## src/rtl/ci_rx_pkg.sv

```systemverilog
package ci_rx_pkg;
    localparam int CI_W = 4;
    typedef logic [CI_W-1:0] ci_code_t;

    typedef struct packed {
        ci_code_t cand;
        ci_code_t conf;
        ci_code_t code;
        ci_code_t pend_code;
        logic     pend_vld;
        logic     unread;
        logic     chg;
    } ch0_state_t;

    typedef struct packed {
        ci_code_t last;
        logic     chg;
    } ch1_state_t;

    typedef struct packed {
        logic stop;
        logic other;
    } line_state_t;
endpackage

```

## src/rtl/ci_ch0_confirm.sv

```systemverilog
module ci_ch0_confirm
    import ci_rx_pkg::*;
(
    input  logic     clk,
    input  logic     rst_n,
    input  logic     frame_stb,
    input  logic     rd_stb,
    input  ci_code_t code_in,
    output ci_code_t code_out,
    output logic     chg_out
);
    ch0_state_t st_d, st_q;
    logic confirm;

    always_comb begin
        st_d    = st_q;
        confirm = frame_stb && (code_in == st_q.cand) && (code_in != st_q.conf);
        if (frame_stb)
            st_d.cand = code_in;
        if (rd_stb) begin
            st_d.unread = 1'b0;
            st_d.chg    = 1'b0;
        end
        if (confirm) begin
            st_d.conf = code_in;
            st_d.chg  = 1'b1;
            if (st_q.unread) begin
                st_d.pend_code = code_in;
                st_d.pend_vld  = 1'b1;
            end else begin
                st_d.code     = code_in;
                st_d.unread   = 1'b1;
                st_d.pend_vld = 1'b0;
            end
        end else if (st_q.pend_vld && !st_q.unread) begin
            st_d.code     = st_q.pend_code;
            st_d.unread   = 1'b1;
            st_d.pend_vld = 1'b0;
        end
    end

    always_ff @(posedge clk) begin
        if (!rst_n) begin
            st_q.cand      <= '1;
            st_q.conf      <= '1;
            st_q.code      <= '1;
            st_q.pend_code <= '1;
            st_q.pend_vld  <= 1'b0;
            st_q.unread    <= 1'b0;
            st_q.chg       <= 1'b0;
        end else begin
            st_q <= st_d;
        end
    end

    assign code_out = st_q.code;
    assign chg_out  = st_q.chg;

    AST_CODE_HELD_UNREAD: assert property (@(posedge clk) disable iff (!rst_n)
        (st_q.unread && !rd_stb) |=> $stable(st_q.code));
    AST_PEND_LOADS_AFTER_READ: assert property (@(posedge clk) disable iff (!rst_n)
        (st_q.pend_vld && !st_q.unread) |=> st_q.unread);
    AST_CHG0_NEEDS_STROBE: assert property (@(posedge clk) disable iff (!rst_n)
        $rose(st_q.chg) |-> $past(frame_stb));
    AST_CODE_MOVES_ONLY_ON_LOAD: assert property (@(posedge clk) disable iff (!rst_n)
        !$stable(st_q.code) |-> st_q.unread);
endmodule

```

## src/rtl/ci_ch1_change.sv

```systemverilog
module ci_ch1_change
    import ci_rx_pkg::*;
(
    input  logic     clk,
    input  logic     rst_n,
    input  logic     frame_stb,
    input  logic     rd_stb,
    input  ci_code_t code_in,
    output logic     chg_out
);
    ch1_state_t st_d, st_q;

    always_comb begin
        st_d = st_q;
        if (rd_stb)
            st_d.chg = 1'b0;
        if (frame_stb) begin
            st_d.last = code_in;
            if (code_in != st_q.last)
                st_d.chg = 1'b1;
        end
    end

    always_ff @(posedge clk) begin
        if (!rst_n) begin
            st_q.last <= '1;
            st_q.chg  <= 1'b0;
        end else begin
            st_q <= st_d;
        end
    end

    assign chg_out = st_q.chg;

    AST_CHG1_CLEARED_BY_READ: assert property (@(posedge clk) disable iff (!rst_n)
        (rd_stb && !frame_stb) |=> !st_q.chg);
    AST_CHG1_NEEDS_STROBE: assert property (@(posedge clk) disable iff (!rst_n)
        $rose(st_q.chg) |-> $past(frame_stb));
endmodule

```

## src/rtl/ci_rx_filter.sv

```systemverilog
module ci_rx_filter
    import ci_rx_pkg::*;
(
    input  logic            clk,
    input  logic            rst_n,
    input  logic            frame_stb,
    input  logic [CI_W-1:0] ch0_code,
    input  logic [CI_W-1:0] ch1_code,
    input  logic            stop_go,
    input  logic            bus_other,
    input  logic            rd_stb,
    output logic [CI_W+3:0] status
);
    ci_code_t    code0;
    logic        chg0, chg1;
    line_state_t ln_d, ln_q;

    ci_ch0_confirm u_ch0 (
        .clk       (clk),
        .rst_n     (rst_n),
        .frame_stb (frame_stb),
        .rd_stb    (rd_stb),
        .code_in   (ch0_code),
        .code_out  (code0),
        .chg_out   (chg0)
    );

    ci_ch1_change u_ch1 (
        .clk       (clk),
        .rst_n     (rst_n),
        .frame_stb (frame_stb),
        .rd_stb    (rd_stb),
        .code_in   (ch1_code),
        .chg_out   (chg1)
    );

    always_comb begin
        ln_d = ln_q;
        if (frame_stb) begin
            ln_d.stop  = stop_go;
            ln_d.other = bus_other;
        end
    end

    always_ff @(posedge clk) begin
        if (!rst_n) begin
            ln_q.stop  <= 1'b1;
            ln_q.other <= 1'b1;
        end else begin
            ln_q <= ln_d;
        end
    end

    assign status = {code0, chg0, chg1, ln_q.stop, ln_q.other};

    AST_LINE_BITS_HOLD: assert property (@(posedge clk) disable iff (!rst_n)
        !frame_stb |=> $stable(status[1:0]));
    AST_LINE_BITS_TRACK: assert property (@(posedge clk) disable iff (!rst_n)
        frame_stb |=> (status[1:0] == $past({stop_go, bus_other})));
endmodule

```

## config.mk

```make
export PLATFORM = sky130hd
export DESIGN_NAME = ci_rx_filter
export DESIGN_NICKNAME = d
export VERILOG_FILES = /design/src/rtl/ci_rx_pkg.sv /design/src/rtl/ci_ch0_confirm.sv /design/src/rtl/ci_ch1_change.sv /design/src/rtl/ci_rx_filter.sv
export SDC_FILE = /design/constraint.sdc
export NUM_CORES = 1
export LEC_CHECK = 0
export CAP_MARGIN = 10
export CELL_PAD_IN_SITES_DETAIL_PLACEMENT = 0
export CELL_PAD_IN_SITES_GLOBAL_PLACEMENT = 1
export CORE_MARGIN = 4
export CORE_UTILIZATION = 39
export CTS_CLUSTER_SIZE = 12
export DETAILED_ROUTE_END_ITERATION = 10
export PLACE_DENSITY_LB_ADDON = 0.1
export SETUP_SLACK_MARGIN = 0.2
export SYNTH_ARGS = -nofsm -noshare
export SYNTH_HDL_FRONTEND = slang
export SYNTH_SLANG_ARGS = --single-unit
```

## constraint.sdc

```tcl
create_clock -name clk -period 1.9 [get_ports clk]
set_input_delay 0.38 -clock clk [delete_from_list [all_inputs] [get_ports clk]]
set_output_delay 0.38 -clock clk [all_outputs]
set_load 0.01 [all_outputs]
```

# After elaboration in Yosys (flattened, before gate mapping)
# Index checks and enable logic that the tools add are counted.
# W data, S select, Z words.
[word_totals]
register_bits = 26
latchBits = 0
mem_bits_rw = 0
rom_bits = 0
inputBits = 14
out_inout_bits = 8
word_cells = 35
mem_count = 0
[op_classes]
add_sub_neg = 0
n_mul = 0
n_div = 0
n_lt_le_gt_ge = 0
eq_ne = 4
shifts = 0
muxes = 12
bitwise_logic = 0
n_reduce_logical = 8
[ops]
columns = ["op", "n"]
rows = [
  ["$mux W4", 3],
  ["$ne A4 B4 Y1", 2],
  ["$mux W1", 6],
  ["$mux W2", 3],
  ["$eq A4 B4 Y1", 1],
  ["$reduce_and A2 Y1", 2],
  ["$reduce_bool A2 Y1", 2],
  ["$logic_and A1 B1 Y1", 3],
  ["$ne A2 B2 Y1 const B", 1],
  ["$logic_not A1 Y1", 1],
]

# Logic depth before layout (Yosys ltp)
[logic_depth]
depth_word = 5
ltp_mapped = 7
mapped_depth_nobuf = 5

# Modules after synthesis
# From an unflattened synthesis, not the netlist that was laid out.
[hier_totals]
cells_unflattened = 130
area_unflattened_um2 = 1238.7
[by_module_without_submodules]
columns = ["module", "instances", "cells_per_inst", "area_per_inst_um2", "seq_area_each_um2"]
rows = [
  ["ci_ch0_confirm", 1, 100, 938.4, 380.4],
  ["ci_ch1_change", 1, 22, 217.7, 100.1],
  ["ci_rx_filter", 1, 8, 82.6, 40.0],
]

# Worst setup path after synthesis
# No wires, ideal clock.
[synth_path]
path_kind = "input -> register"
startpoint = "input ch0_code[0]"
endpoint = "register u_ch0.st_q, in the netlist u_ch0.code_out[0]"
setup_ns = 0.134
t_arrival_ns = 1.504
required_ns = 1.766
setup_slack_ns = 0.261
cell_stages = 5
path_buffers = 0
path_cell_list = "xnor2_1 > a41oi_4 > a31o_1 > a2111oi_0 > a31oi_1"
[synth_via]
elab_chain_len = 5
word_cells_on_any_way = 9
classes_between = "eq/ne: 3; mux: 2; reduce/logical: 4"
[synth_lines]
columns = ["item", "line", "rtl"]
rows = [
  ["from (decl)", "ci_rx_filter.sv:7", "input logic [CI_W-1:0] ch0_code,"],
  ["$eq A4 B4 Y1", "ci_ch0_confirm.sv:17", "confirm = frame_stb && (code_in == st_q.cand) && (code_in != st_q.conf);"],
  ["$logic_and A1 B1 Y1 (2 in series)", "ci_ch0_confirm.sv:17", ""],
  ["$ne A2 B2 Y1 (no source line) / $reduce_bool A2 Y1 (equally long branches)", "-", ""],
  ["$reduce_and A2 Y1 (no source line)", "-", ""],
  ["to (signal assigned)", "ci_ch0_confirm.sv:52", "st_q <= st_d;"],
  ["to (decl)", "ci_ch0_confirm.sv:12", "ch0_state_t st_d, st_q;"],
]
# Several ways; a longest one is shown, not always the timed one. The select of a mux whose other input is x is not followed.
# A chain may end at the register's enable or synchronous reset.

# Final worst setup path
[layout_path]
startpoint = "register u_ch0.st_q[13] in the netlist's numbering"
endpoint = "register u_ch0.st_q[14] in the netlist's numbering"
[layout_via]
elab_chain_len = 2
[layout_lines]
columns = ["item", "line"]
rows = [
  ["$ne A4 B4 Y1", "ci_ch0_confirm.sv:17"],
  ["$logic_and A1 B1 Y1", "ci_ch0_confirm.sv:17"],
]
# Every way passes these cells.

==> impl_results.md <==
* CTS tree: yes
* Final WL at 2.78 mm
* Met3 usage at 3.51%
* Layout cells sized above 1 at 27.5%
* Rel. slew slack at 68.9%
* Chip height at 64.3 um
* ANT nets after route at 0
* Root Driver: clkbuf_4
* # diodes at 0
* Mapped Cells at 132
* Synth Area in XOR/XNOR at 7.79%
* Die Area at 4140 um2
* Initial Util at 40.5%
* Post-synthesis cell type count at 33
* Ys async rst share at 0%
* Max VDD drop at 0.311 mV
* Total power at 1.01 mW
* Worst setup margin at 239 ps
* Main synth FF type: dfxtp_1
* First-pass GRT wire length at 4.80 mm
* Total CTS buffers at 3
* Synth Area in Compound Gates at 15.4%
* Crit Path Category: register to register
* Total GRT Usage at 14.7%
* Syn nets at 146
* Pre-CTS setup slack at -452 ps
* EDFF count, synth at 0
* # DRC at 0
* Max frequency at 602 MHz
* Startpoint Class: register
* Routed len/inst at 13.6 um
* Top-level I/O count at 22
* Area of the multi-input gates at 731 um2
* Post-synthesis simple-gate area fraction at 18.3%
* Yosys reg bits at 26
* Leakage at 0.693 nW
* Largest family of logic cells by synthesized area: simple AND/OR/NAND/NOR gates
* Hold violation count in the final report at 0
* Clock Skew at 6.00 ps
* Adder-Cell Fraction of Synth Area at 0%
* Largest net degree at the start of global routing at 22
* GR Overflow Total at 0
* Vias in the first global route at 1025
* Multiplexer share of the synthesized area at 8.09%
* Port bufs at 21
* Detail Placement HPWL at 1.91 mm
* FP Rows at 20
* Cell Pwr Density at 607 nW/um2
* Setup TNS at 0 ps
* Initial DRC Count at 48
* CTS H-tree depth at 1
* Crit-path max FO at 3
* WP data arrival at 1890 ps
* Vias at 1032
* GR Layer Usage met1 at 19.2%
* CTS Buffer Depth at 2
* Nets at 176
* Outcome: finished, final reports clean
* Clock transition at the registers of the reported paths at 140 ps
* Clock period minus worst slack at 1660 ps
* Finish-stage setup viols at 0
* Syn avg cell area at 9.37 um2
* Die W at 64.3 um
* Average via count per standard cell at 5.06
* Latest clock arrival within the worst-skew pair at 320 ps
* Max-slew violations at 0
* CTS Sinks at 26
* Tcrit/Tclk final at 87.4%
* Synthesized area at 1240 um2
* Gr busiest metal: met2
* Unrepaired setup endpoints after global routing: false
* Measured slew at the worst slew-check pin at 466 ps
* Final Wtd Congestion at 0.768
* Max Cap Viol at 0
* Drt pass-1 iters at 4
* Synth warn at 0
* Commonest non-fill, non-tap cell in the layout: dfxtp_1
* Met2 GRT Util at 22.9%
* Area grow syn2layout at 34.9%
* Highest-count cells in the layout ignoring fill and taps: 23 x dfxtp_1, 19 x nand2_1, 17 x clkdlybuf4s50_1, 16 x buf_4, 10 x mux2i_1
* Seq/Total Area, Yosys at 42.1%
* # fillers at 302
* Initial antenna violation count at 0
* Core area at 3050 um2
* Worst min path class: primary input to register
* Worst path required time at 2120 ps
* Reg area at 524 um2
* Crit path capture type: register
## power breakdown
part	leakage (nW)	switching (mW)	internal [mW]
clock	0.0138	0.162	0.0744
combinational	0.468	0.0941	0.104
sequential	0.211	0.0145	0.564
total	0.693	0.270	0.742
## cells by family (layout without fill, tap and decap cells)
logic type                count (synthesis)  in the layout
muxes                                    10             10
AOI/OAI and AO/OA                        23             24
DFF                                      26             26
and+or+nand+nor                          43             43
buffers and inverters                    19             46
xor gates and xnor gates                 11             11
## flip-flops by register name (all words and copies together) (netlist names)
name / count
u_ch0.st_q: 14
u_ch0.code_out: 4
u_ch1.st_q: 4
status: 2
u_ch0.chg_out: 1
u_ch1.chg_out: 1
## per-layer routing
layer | share of wire (%) | wire (um)
met5 | 0 | 0
met4 | 1.7 | 47
met3 | 3.6 | 99
met2 | 46 | 1270
met1 | 49 | 1360
## layout make-up
type / instances / share of cell area (%)
Multi-Input combinational cell: 88 / 43.8
Inverter: 6 / 1.35
Clock buffer: 3 / 1.35
Sequential cell: 26 / 31.4
Timing Repair Buffer: 37 / 18.8
Tap cell: 44 / 3.30
## cell usage after synthesis, drive strengths merged, types with 4 or more instances
cell	instances	area [um2]
dfxtp	26	521
nand2	19	71.3
buf	10	70.1
mux2i	10	100
nand3	9	45.0
xnor2	7	61.3
inv	6	22.5
o21ai	5	36.3
a31oi	4	25.0
xor2	4	35.0
## final timing paths
| check | depth (start not counted) | slack [ps] | from | endpoint |
|---|---|---|---|---|
| min | 3 | 370 | ch0_code[0] | u_ch0.st_q[15] |
| min reg2reg | 2 | 480 | u_ch1.chg_out | u_ch1.chg_out |
| max reg2reg | 5 | 240 | u_ch0.st_q[13] | u_ch0.st_q[14] |
| max | 5 | 240 | u_ch0.st_q[13] | u_ch0.st_q[14] |
## what timing repair did
action | CTS | global route
setup endpoints to repair | 15 | 8
buffers inserted | 0 | 2
resized for setup | 20 | 12
pin swaps | 5 | 9
hold buffers | 0 | 0
cloned | 1 | 0
## stage by stage
step           hold WS (ps)  std cells  cell area [um2]  util [%]
6_report                367        204             1670      54.7
3_3_place_gp            454        198             1530      50.0
3_5_place_dp            454        198             1530      50.0
2_1_floorplan           441        132             1240         -
5_1_grt                 403        204             1670      54.7
4_1_cts                 485        202             1630      53.4
## critical path: stages (launching register included)
cell and delay [ps]:
dfxtp_2 370, xnor2_4 150, buf_4 140, and4_4 180
or4_4 420, a221o_1 300
Note: power is estimated with default switching activity, not from simulation.
